`config.mk`:
```
export PLATFORM = sky130hd
export DESIGN_NAME = ssc_frac_gen
export DESIGN_NICKNAME = d
export VERILOG_FILES = /design/src/rtl/ssc_pkg.sv /design/src/rtl/ssc_prescaler.sv /design/src/rtl/ssc_ramp.sv /design/src/rtl/ssc_word_map.sv /design/src/rtl/ssc_frac_gen.sv
export SDC_FILE = /design/constraint.sdc
export NUM_CORES = 1
export LEC_CHECK = 0
export BUFFER_PORTS_ARGS = -buffer_cell sky130_fd_sc_hd__buf_2
export CELL_PAD_IN_SITES_DETAIL_PLACEMENT = 1
export CELL_PAD_IN_SITES_GLOBAL_PLACEMENT = 1
export CORE_MARGIN = 1.5
export CORE_UTILIZATION = 50
export CTS_BUF_LIST = sky130_fd_sc_hd__clkbuf_16
export CTS_CLUSTER_DIAMETER = 150
export CTS_CLUSTER_SIZE = 28
export DETAILED_ROUTE_END_ITERATION = 12
export GPL_TIMING_DRIVEN = 0
export PLACE_DENSITY_LB_ADDON = 0.1
export SKIP_LAST_GASP = 1
export SLEW_MARGIN = 30
export SYNTH_ARGS = -nofsm -noshare
export SYNTH_HDL_FRONTEND = slang
export SYNTH_HIERARCHICAL = 1
export SYNTH_SLANG_ARGS = --single-unit
```
`constraint.sdc`:
```
create_clock -name clk_i -period 7.6 [get_ports clk_i]
set_input_delay 1.14 -clock clk_i [delete_from_list [all_inputs] [get_ports clk_i]]
set_output_delay 1.14 -clock clk_i [all_outputs]
set_load 0.1 [all_outputs]
```
`src/rtl/ssc_pkg.sv`:
```
package ssc_pkg;
  typedef enum logic {
    DIR_DOWN = 1'b0,
    DIR_UP   = 1'b1
  } ramp_dir_e;
endpackage

```
`src/rtl/ssc_prescaler.sv`:
```
module ssc_prescaler #(
  parameter int unsigned DIV_W = 8
) (
  input  logic             clk_i,
  input  logic             rst_ni,
  input  logic             en_i,
  input  logic [DIV_W-1:0] div_i,
  output logic             strobe_o
);
  logic [DIV_W-1:0] cnt_q;
  logic [DIV_W-1:0] lim;

  // zero divider acts as one
  assign lim      = (div_i == '0) ? '0 : div_i - 1'b1;
  assign strobe_o = en_i && (cnt_q == lim);

  always_ff @(posedge clk_i or negedge rst_ni) begin
    if (!rst_ni)       cnt_q <= '0;
    else if (!en_i)    cnt_q <= '0;
    else if (strobe_o) cnt_q <= '0;
    else               cnt_q <= cnt_q + 1'b1;
  end
endmodule

```
`src/rtl/ssc_ramp.sv`:
```
module ssc_ramp
  import ssc_pkg::*;
#(
  parameter int unsigned STEP_W = 12,
  parameter int unsigned NSTEP_W = 8,
  localparam int unsigned DEV_W = STEP_W + NSTEP_W
) (
  input  logic               clk_i,
  input  logic               rst_ni,
  input  logic               en_i,
  input  logic               strobe_i,
  input  logic [STEP_W-1:0]  step_i,
  input  logic [NSTEP_W-1:0] nsteps_i,
  output logic [DEV_W-1:0]   dev_o,
  output logic               ext_o
);
  logic [NSTEP_W-1:0] cnt_q;
  ramp_dir_e          dir_q;
  logic [DEV_W-1:0]   dev_q;
  logic               ext_q;
  logic [DEV_W-1:0]   step_ext;
  logic               last_step;

  assign step_ext  = DEV_W'(step_i);
  assign last_step = (cnt_q == nsteps_i - 1'b1);

  always_ff @(posedge clk_i or negedge rst_ni) begin
    if (!rst_ni) begin
      cnt_q <= '0;
      dir_q <= DIR_DOWN;
      dev_q <= '0;
      ext_q <= 1'b0;
    end else if (!en_i) begin
      cnt_q <= '0;
      dir_q <= DIR_DOWN;
      dev_q <= '0;
      ext_q <= 1'b0;
    end else begin
      ext_q <= 1'b0;
      if (strobe_i && (nsteps_i != '0)) begin
        dev_q <= (dir_q == DIR_DOWN) ? dev_q + step_ext : dev_q - step_ext;
        if (last_step) begin
          cnt_q <= '0;
          dir_q <= (dir_q == DIR_DOWN) ? DIR_UP : DIR_DOWN;
          ext_q <= 1'b1;
        end else begin
          cnt_q <= cnt_q + 1'b1;
        end
      end
    end
  end

  assign dev_o = dev_q;
  assign ext_o = ext_q;
endmodule

```
`src/rtl/ssc_word_map.sv`:
```
module ssc_word_map #(
  parameter int unsigned FRAC_W = 12,
  parameter int unsigned DEV_W = 20
) (
  input  logic [FRAC_W-1:0] nom_i,
  input  logic [DEV_W-1:0]  dev_i,
  output logic [FRAC_W-1:0] frac_o
);
  localparam int unsigned W = (FRAC_W > DEV_W) ? FRAC_W : DEV_W;
  logic [W-1:0] nom_x;
  logic [W-1:0] dev_x;
  logic [W-1:0] diff;

  assign nom_x = W'(nom_i);
  assign dev_x = W'(dev_i);
  assign diff  = nom_x - dev_x;
  // floor at zero
  assign frac_o = (dev_x > nom_x) ? '0 : diff[FRAC_W-1:0];
endmodule

```
`src/rtl/ssc_frac_gen.sv`:
```
module ssc_frac_gen #(
  parameter int unsigned FRAC_W = 12,
  parameter int unsigned STEP_W = 12,
  parameter int unsigned NSTEP_W = 8,
  parameter int unsigned DIV_W = 8
) (
  input  logic               clk_i,
  input  logic               rst_ni,
  input  logic               spread_en_i,
  input  logic [FRAC_W-1:0]  frac_nom_i,
  input  logic [STEP_W-1:0]  frac_step_i,
  input  logic [NSTEP_W-1:0] num_steps_i,
  input  logic [DIV_W-1:0]   clk_div_i,
  output logic [FRAC_W-1:0]  frac_o,
  output logic               extreme_o
);
  localparam int unsigned DEV_W = STEP_W + NSTEP_W;

  logic [FRAC_W-1:0]  nom_q;
  logic [STEP_W-1:0]  step_q;
  logic [NSTEP_W-1:0] nsteps_q;
  logic [DIV_W-1:0]   div_q;
  logic               strobe;
  logic [DEV_W-1:0]   dev;

  // profile captured only while idle
  always_ff @(posedge clk_i or negedge rst_ni) begin
    if (!rst_ni) begin
      nom_q    <= '0;
      step_q   <= '0;
      nsteps_q <= '0;
      div_q    <= '0;
    end else if (!spread_en_i) begin
      nom_q    <= frac_nom_i;
      step_q   <= frac_step_i;
      nsteps_q <= num_steps_i;
      div_q    <= clk_div_i;
    end
  end

  ssc_prescaler #(.DIV_W(DIV_W)) i_prescaler (
    .clk_i    (clk_i),
    .rst_ni   (rst_ni),
    .en_i     (spread_en_i),
    .div_i    (div_q),
    .strobe_o (strobe)
  );

  ssc_ramp #(.STEP_W(STEP_W), .NSTEP_W(NSTEP_W)) i_ramp (
    .clk_i    (clk_i),
    .rst_ni   (rst_ni),
    .en_i     (spread_en_i),
    .strobe_i (strobe),
    .step_i   (step_q),
    .nsteps_i (nsteps_q),
    .dev_o    (dev),
    .ext_o    (extreme_o)
  );

  ssc_word_map #(.FRAC_W(FRAC_W), .DEV_W(DEV_W)) i_word_map (
    .nom_i  (nom_q),
    .dev_i  (dev),
    .frac_o (frac_o)
  );
endmodule

```
==> impl_metrics.csv, run 1 <==
group,metric,value,unit
run_status,outcome,"finished, final reports clean",
synthesis,yosysSeqAreaShare,0.319,
worst_setup_path,path_cells,"or3_1 -> nor3b_1 -> a31oi_1 -> xnor2_1 -> ha_1 -> and2_1 -> a32oi_1 -> a21boi_0 -> o21ai_0 -> xnor2_1 -> o21ai_0",
worst_setup_path,critPathMaxFanout,7,
timing,fmax,0.235,GHz
global_route,grt_usage,0.280,
global_route,grt_pass1_vias,5722,
placed_design,gp_congestion,0.888,
drt,drc_errors,0,
synthesis,avgSynthCellArea,9.14,µm²
placed_design,pre_cts_ws,3.30,ns
worst_setup_path,worst-setup-path-type,"reg -> reg",
worst_setup_path,slowest_delay,0.80,ns
clock_network,cts_made_buffers,9,
die,fp.dieH,114,µm
clock_network,cts_sinks,78,
timing,skew,0.00523,ns
timing,rsz0062_at_grt,"false",
synthesis,synth_edf_count,0,
power,power.density,186,mW/mm²
clock_network,cts-resized-gates,0,
die,io_pins,56,
finish,fin_nets,829,
die,die_area,0.0129,mm²
drt,ant_nets,0,
clock_network,path_clk_slew,0.06,ns
synthesis,synth_warnings,6,
die,core,0.0120,mm²
finish,area_delta_synth_final,13.1,%
drt,wl_per_cell,19.1,µm
global_route,grt_max_degree,50,
finish,final_util,0.579,
synthesis,syn-num-nets,762,
global_route,grt_pass1_wl,28600,µm
timing,post-route-period-util,0.560,
clock_network,htreeDepth,3,
worst_setup_path,critical-path-top-delay-family,"compound AO/OA/AOI/OAI gates",
finish,design_area,0.00693,mm²
die,num_rows,40,
timing,drv_slew,0,
synthesis,syn_area,0.00612,mm²
worst_setup_path,end_kind,"register",
clock_network,cts_hold_buf,0,
power,leakage,3.14,nW
clock_network,tritoncts,"built",
finish,instances_no_fill,889,
worst_hold_path,hold_class,"reg -> reg",
placed_design,dp.final_hpwl,12800,µm
timing,post-route-min-period,4.25,ns
synthesis,ys.flop_type,"dfrtp_1",
timing,setup_slack,3.35,ns
timing,worst_pin_slew,0.946,ns
drt,vias_per_cell,5.95,
power,vdd_drop_max,125,µV
synthesis,ys_types,77,
timing,report.final.hold_viol_count,0,
synthesis,yosys_register_bits,78,
drt,drt_iter0_drc,261,
drt,drtPass1Iterations,4,
worst_setup_path,arrival,4.47,ns
worst_setup_path,worstPathBufferInverterCount,0,
clock_network,clk_path_buf_depth,2,
worst_setup_path,start_kind,"register",
placed_design,placed_cell_area,0.00661,mm²
global_route,antenna_found_initial,0,
die,die_w,114,µm
timing,final-setup-viol-count,0,
clock_network,postCtsSetupRepairBufs,0,
die,initial_core_util,0.512,
clock_network,cts_root_buf,"clkbuf_16",
clock_network,clock_latency,0.34,ns
drt,vias,5289,
worst_setup_path,cp_slowest_cell,"nor3b_1",
synthesis,async_flop_share,1.00,
job,maxCapViolations,0,
synthesis,syn_inst,670,
placed_design,placed_cells,873,
worst_setup_path,worstPathRequired,7.82,ns
timing,slew_headroom,0.368,
finish,antenna_cells,0,
timing,fin_tns_setup,0,ns
drt,drt-total-wl,17000,µm
finish,drive_above_1_share,0.209,
global_route,overflow,0,
placed_design,portBuffers,55,
==> Yosys cell counts (all sizes together), types with 5 or more instances <==
master | number | area, µm²
dfrtp | 78 | 1950
nand2 | 61 | 234
a21oi | 49 | 245
inv | 48 | 180
ha | 47 | 588
mux2 | 41 | 462
nor2 | 39 | 149
o21ai | 30 | 154
xnor2 | 30 | 263
xor2 | 20 | 175
nor3 | 19 | 106
a21o | 18 | 144
nand3 | 18 | 90.1
buf | 14 | 113
clkbuf | 12 | 45.0
nor2b | 12 | 75.1
a211oi | 8 | 85.1
nand4 | 8 | 50.1
o21a | 8 | 60.1
nand2b | 7 | 43.8
or3 | 7 | 43.8
a31oi | 6 | 43.8
and2 | 6 | 37.5
o211ai | 6 | 55.1
or4 | 6 | 60.1
and3 | 5 | 31.3
nor4 | 5 | 50.1
o2111ai | 5 | 43.8
or2 | 5 | 31.3
==> routing by layer <==
metal  vias to the layer above  track usage  share of wire
met4                         0       0.0975          0.017
met1                      2669        0.353           0.45
met5                         -            0              0
met3                        17       0.0282          0.025
met2                        69        0.501           0.51
li1                       2534            -              -
==> worst paths after layout <==
kind	end	cells past startpoint	startpoint	slack, ns
worst min-delay path	div_q[3]	1	div_q[3]	0.52
worst min register to register	div_q[3]	1	div_q[3]	0.52
worst max-delay path	i_ramp/dev_o[18]	11	step_q[2]	3.35
worst max register to register	i_ramp/dev_o[18]	11	step_q[2]	3.35
min in group asynchronous	step_q[11]	1	rst_ni	0.74
max in group asynchronous	i_ramp/cnt_q[1]	2	rst_ni	6.27
==> final cells by class <==
type / count / area, µm²
sequential: 78 / 1950
inverter: 48 / 180
timing repair buffer: 56 / 305
clock inverter: 7 / 88.8
fill: 1432 / 5030
tap: 147 / 184
clock buffer: 9 / 225
buffer: 26 / 158
multi-input combinational: 518 / 3830
==> worst reg2reg max path: cells and delay by family (launching register included) <==
family	cells	cell delay, ns
and+or+nand+nor	3	1.40
DFF	1	0.45
adders and majority gates	1	0.34
AOI/OAI and AO/OA	5	1.53
xor gates and xnor gates	2	0.40
==> sequential cells by signal, indices dropped and copies added (netlist names) <==
signal / flops
i_ramp/dev_o: 20
nom_q: 12
step_q: 12
div_q: 8
i_prescaler/cnt_q: 8
i_ramp/cnt_q: 8
nsteps_q: 8
i_ramp/dir_q: 1
i_ramp/ext_o: 1
==> through the flow <==
| step | total power, W | hold slack, ns |
|---|---|---|
| floorplan | 0.000739 | 0.479 |
| global placement | 0.000806 | 0.491 |
| detailed placement | 0.000825 | 0.500 |
| CTS | 0.00130 | 0.517 |
| global route | 0.00134 | 0.547 |
| finish | 0.00128 | 0.523 |
==> cells in the final DEF, fill, tap and decap left out, drive strengths merged, types with 12 or more instances in the layout <==
cell type	count
ha	47
o21ai	30
buf	70
a21oi	49
nor3	19
a21o	18
xor2	20
nand3	18
dfrtp	78
nor2	39
nor2b	12
clkbuf	21
nand2	61
mux2	41
inv	48
xnor2	30
==> report_power, final <==
part | leakage [nW] | switching, W | internal (W)
Clock | 0.150 | 0.000180 | 0.000285
Combinational | 1.99 | 0.000231 | 0.000117
Sequential | 0.996 | 0.0000326 | 0.000438
==> kinds of logic after synthesis <==
| family | Yosys count | share of synthesized area |
|---|---|---|
| AO/OA/AOI/OAI | 164 | 0.189 |
| XOR/XNOR | 50 | 0.0715 |
| adder cells (fa/ha/maj) | 49 | 0.103 |
| buffers and inverters | 74 | 0.0552 |
| flip-flops | 78 | 0.319 |
| multiplexers | 42 | 0.0770 |
| AND/OR/NAND/NOR | 213 | 0.186 |
(Power assumes the default switching activity.)
==> run 2, diff against run 1 <==
--- a/config.mk
+++ b/config.mk
@@ -9,7 +9,7 @@
 export CELL_PAD_IN_SITES_DETAIL_PLACEMENT = 1
 export CELL_PAD_IN_SITES_GLOBAL_PLACEMENT = 1
 export CORE_MARGIN = 1.5
-export CORE_UTILIZATION = 50
+export CORE_UTILIZATION = 42
 export CTS_BUF_LIST = sky130_fd_sc_hd__clkbuf_16
 export CTS_CLUSTER_DIAMETER = 150
 export CTS_CLUSTER_SIZE = 28
==> constraint.sdc (replaced) <==
create_clock -name clk_i -period 3.7 [get_ports clk_i]
set_input_delay 0.555 -clock clk_i [delete_from_list [all_inputs] [get_ports clk_i]]
set_output_delay 0.555 -clock clk_i [all_outputs]
set_load 0.1 [all_outputs]
==> run 2 against run 1 <==
Via count down 1.5%. Sequential cell count unchanged. Sequential share of layout area down 0.37 points. Maximum frequency up 20%. Largest power group unchanged.
==> impl_metrics.csv, run 2 (same netlist as run 1, synthesis figures left out) <==
group,metric,value,unit
worst_setup_path,worst-setup-path-type,"reg -> reg",
power,power.density,366,mW/mm²
clock_network,clock_latency,0.35,ns
placed_design,placed_cells,906,
finish,final_util,0.500,
drt,wl_per_cell,17.5,µm
clock_network,path_clk_slew,0.06,ns
die,num_rows,43,
drt,drtPass1Iterations,4,
finish,final_cell_mix,"dfrtp_1 (78), nand2_1 (59), buf_2 (57)",
power,leakage,3.17,nW
job,maxCapViolations,0,
die,die_area,0.0153,mm²
clock_network,clk_path_buf_depth,2,
timing,worst_pin_slew,0.794,ns
drt,drt_iter0_drc,222,
finish,antenna_cells,0,
global_route,grt_pass1_vias,5540,
drt,drc_errors,0,
clock_network,htreeDepth,3,
finish,area_delta_synth_final,14.6,%
finish,largest_register_ffs,20,
worst_hold_path,hold_class,"in -> async",
finish,drive_above_1_share,0.221,
timing,slew_headroom,0.465,
timing,skew,0.00628,ns
worst_setup_path,reg2reg_slack,0.15,ns
timing,report.final.hold_viol_count,0,
clock_network,cts_made_buffers,9,
placed_design,gp_congestion,0.862,
finish,instances_no_fill,925,
drt,drt-total-wl,16200,µm
global_route,antenna_found_initial,0,
drt,vias,5208,
die,core,0.0140,mm²
drt,vias_per_cell,5.63,
clock_network,tritoncts,"built",
global_route,grt_pass1_wl,27600,µm
global_route,grt_usage,0.231,
die,io_pins,56,
die,initial_core_util,0.436,
power,vdd_drop_max,216,µV
global_route,overflow,0,
worst_setup_path,end_kind,"register",
clock_network,cts_hold_buf,0,
die,fp.dieH,124,µm
timing,fmax,0.281,GHz
placed_design,portBuffers,55,
placed_design,dp.final_hpwl,12300,µm
worst_setup_path,start_kind,"register",
timing,drv_slew,0,
timing,post-route-period-util,0.961,
worst_setup_path,arrival,3.82,ns
worst_setup_path,critPathMaxFanout,10,
worst_setup_path,worstPathRequired,3.97,ns
timing,post-route-min-period,3.55,ns
finish,layout_commonest_cell,"dfrtp_1",
global_route,grt_max_degree,45,
run_status,outcome,"finished, final reports clean",
timing,rsz0062_at_grt,"true",
drt,ant_nets,0,
finish,fin_nets,832,
clock_network,cts_root_buf,"clkbuf_16",
clock_network,cts_sinks,78,
die,die_w,124,µm
timing,final-setup-viol-count,0,
[run 2: cell type report]
type	instances	area (µm²)
tap	180	225
clock buffer	9	225
clock inverter	7	66.3
timing repair buffer	59	332
multi-input combinational	518	3880
buffer	26	159
sequential	78	1950
fill	1667	7020
inverter	48	180
[run 2: what timing repair did]
item | in CTS | in global routing
pin swaps | 2 | 1
endpoints found under the setup margin | 11 | 9
resized for setup | 3 | 5
setup buffers | 2 | 1
[run 2: power by group]
group          leakage, nW  switching (W)  internal, W  total (W)
Combinational         2.03       0.000472     0.000246   0.000717
Clock                0.140       0.000366     0.000518   0.000884
Sequential           0.996      0.0000674     0.000900   0.000967
Total                 3.17       0.000906      0.00166    0.00257
[run 2: layer usage]
| layer | track usage | part of all wire |
|---|---|---|
| met1 | 0.307 | 0.47 |
| met2 | 0.393 | 0.49 |
| met3 | 0.0266 | 0.030 |
| met4 | 0.0740 | 0.015 |
| met5 | 0 | 0 |
[run 2: worst max-delay path, cell delays in order, from the launching register on]
cell	delay (ns)
dfrtp_1	0.46
inv_1	0.09
ha_1	0.30
or3b_1	0.42
a22oi_1	0.18
nand3_1	0.15
a211oi_4	0.30
and2_1	0.24
o41ai_4	0.18
nand2_2	0.12
nand4_1	0.15
or2_2	0.36
or3_1	0.36
a21oi_1	0.14
[run 2: path summary, 6_finish.rpt]
check | startpoint | endpoint | cells after the start
hold reg to reg | nom_q[11] | nom_q[11] | 1
setup reg to reg | div_q[0] | i_ramp/cnt_q[7] | 13
setup / recovery | div_q[0] | i_ramp/cnt_q[7] | 13
max in group asynchronous | rst_ni | step_q[0] | 2
min in group clk_i | clk_div_i[3] | div_q[3] | 2
hold / removal | rst_ni | i_ramp/dev_o[15] | 1
[run 2: through the flow]
step	worst slack [ns]	total power, W	instance area [µm²]	TNS [ns]	hold slack [ns]
2_1_floorplan	0.0864	0.00152	6140	0	0.259
3_3_place_gp	-0.441	0.00167	6640	-2.24	0.490
3_5_place_dp	-0.452	0.00170	6670	-2.65	0.483
4_1_cts	0.00923	0.00260	6990	0	0.116
5_1_grt	-0.130	0.00270	7020	-0.130	0.128
6_report	0.146	0.00257	7020	0	0.106
==> run 3, diff against run 2 <==
--- a/config.mk
+++ b/config.mk
@@ -6,16 +6,15 @@
 export NUM_CORES = 1
 export LEC_CHECK = 0
 export BUFFER_PORTS_ARGS = -buffer_cell sky130_fd_sc_hd__buf_2
-export CELL_PAD_IN_SITES_DETAIL_PLACEMENT = 1
-export CELL_PAD_IN_SITES_GLOBAL_PLACEMENT = 1
 export CORE_MARGIN = 1.5
-export CORE_UTILIZATION = 42
+export CORE_UTILIZATION = 55
 export CTS_BUF_LIST = sky130_fd_sc_hd__clkbuf_16
 export CTS_CLUSTER_DIAMETER = 150
 export CTS_CLUSTER_SIZE = 28
 export DETAILED_ROUTE_END_ITERATION = 12
 export GPL_TIMING_DRIVEN = 0
-export PLACE_DENSITY_LB_ADDON = 0.1
+export PLACE_DENSITY = 0.78
+export REMOVE_ABC_BUFFERS = 1
 export SKIP_LAST_GASP = 1
 export SLEW_MARGIN = 30
 export SYNTH_ARGS = -nofsm -noshare
==> run 3 against run 2 <==
Worst setup slack better by 0.10 ns. Critical path depth fell by 1. Design area fell by 3.1%. Sequential power grew 0.9%.
==> impl_metrics.csv, run 3 (same netlist as run 1, synthesis figures left out) <==
group,metric,value,unit
global_route,grt_pass1_wl,22900,µm
drt,vias,5131,
clock_network,tritoncts,"built",
run_status,outcome,"finished, final reports clean",
finish,area_delta_synth_final,11.1,%
worst_setup_path,critPathMaxFanout,6,
global_route,grt_pass1_vias,4949,
worst_setup_path,worstPathRequired,3.92,ns
worst_setup_path,r2r-end,"i_ramp/dev_o[18]",
finish,final_cell_mix,"dfrtp_1 (78), nand2_1 (59), buf_2 (53)",
drt,ant_nets,0,
drt,vias_per_cell,5.97,
global_route,grt_max_degree,56,
global_route,grt_usage,0.245,
drt,drtPass1Iterations,6,
drt,drt_iter0_drc,341,
clock_network,cts_made_buffers,9,
finish,fin_nets,807,
power,vdd_drop_max,232,µV
clock_network,clk_path_buf_depth,2,
die,core,0.0108,mm²
worst_setup_path,start_kind,"register",
die,num_rows,38,
timing,slew_headroom,0.524,
finish,layout_commonest_cell,"dfrtp_1",
placed_design,dp.final_hpwl,10000,µm
power,power.density,366,mW/mm²
global_route,antenna_found_initial,0,
worst_setup_path,reg2reg_from,"step_q[2]",
timing,report.final.hold_viol_count,0,
timing,post-route-min-period,3.45,ns
power,leakage,3.08,nW
timing,drv_slew,0,
finish,largest_register_ffs,20,
finish,antenna_cells,0,
timing,setup_slack,0.246,ns
clock_network,clock_latency,0.35,ns
worst_setup_path,arrival,3.67,ns
clock_network,htreeDepth,3,
drt,wl_per_cell,15.9,µm
clock_network,cts_sinks,78,
timing,rsz0062_at_grt,"false",
die,fp.dieH,109,µm
placed_design,pre_cts_ws,-0.239,ns
timing,fin_tns_setup,0,ns
worst_setup_path,setup.worst_path.start,"step_q[2]",
timing,fmax,0.289,GHz
timing,skew,0.00802,ns
worst_setup_path,r2r_cells,12,
die,die_w,109,µm
drt,drc_errors,0,
finish,drive_above_1_share,0.214,
job,maxCapViolations,0,
clock_network,cts_root_buf,"clkbuf_16",
die,io_pins,56,
die,initial_core_util,0.565,
worst_hold_path,hold_class,"in -> async",
die,die_area,0.0118,mm²
placed_design,portBuffers,55,
placed_design,gp_congestion,0.882,
timing,worst_pin_slew,0.707,ns
drt,drt-total-wl,13700,µm
worst_setup_path,worst-setup-path-type,"reg -> reg",
worst_setup_path,reg2reg_slack,0.25,ns
global_route,overflow,0,
worst_setup_path,end_kind,"register",
timing,post-route-period-util,0.934,
clock_network,path_clk_slew,0.06,ns
timing,final-setup-viol-count,0,
run 3: cell count changes in the layout (fill, tap and decap cells not counted), sizes merged:
cell      delta
clkbuf      -12
clkinvlp     -1
inv          +3
clkinv       -1
buf         -13
bufinv       -1
run 3: report_power, final:
part           total, W  internal (W)  leakage, nW  switching (W)
Clock          0.000837      0.000463        0.139       0.000374
Combinational  0.000680      0.000233         1.95       0.000447
Sequential     0.000976      0.000900        0.996      0.0000761
Total           0.00249       0.00160         3.08       0.000896
run 3: per-stage QoR:
stage	cell area, µm²	hold WS [ns]	instances	util	total power, W
detailed placement	6450	0.515	840	0.595	0.00166
finish	6800	0.159	860	0.627	0.00249
global placement	6420	0.497	839	0.592	0.00163
floorplan	5970	0.259	644	-	0.00150
CTS	6750	0.171	857	0.623	0.00250
global route	6800	0.193	860	0.627	0.00261
run 3: worst max path at each step:
stage                             to  slack (ns)  cells past startpoint
floorplan                  frac_o[3]       -0.65                      4
global placement    i_ramp/dev_o[14]       -0.44                      9
detailed placement   i_ramp/cnt_q[7]       -0.24                     13
CTS                        frac_o[5]        0.04                      7
global route        i_ramp/dev_o[17]       0.009                     12
finish              i_ramp/dev_o[18]        0.25                     12
run 3: critical path: stages (launching register included):
cell and delay [ns]:
dfrtp_1 0.43, or3_1 0.47, nor4_4 0.35, a21oi_1 0.14
xnor2_1 0.25, ha_1 0.34, a21o_1 0.21, a21o_1 0.17
a21o_1 0.21, a311oi_1 0.26, o21ai_0 0.18, xnor2_1 0.21
o21ai_0 0.10
run 3: routing by layer:
layer / GRT usage / vias up / part of all wire / wire length [µm]
met1: 0.326 / 2485 / 0.47 / 6390
met4: 0.0874 / 0 / 0.015 / 210
met3: 0.0392 / 21 / 0.045 / 612
met2: 0.405 / 133 / 0.47 / 6480
met5: 0 / - / 0 / 0
li1: - / 2492 / - / -
run 3: final cells by class:
class / count / area [µm²]
clock inverters: 7 / 55.1
well taps: 140 / 175
repair buffers: 60 / 338
clock buffers: 9 / 225
multi-input cells: 518 / 3880
flip-flops and latches: 78 / 1950
fillers: 912 / 4040
inverters: 48 / 180
run 3: what timing repair did:
action,CTS,global route
setup buffers,1,2
setup endpoints to repair,14,18
hold buffers,0,0
resized for setup,5,5
pin swaps,1,1
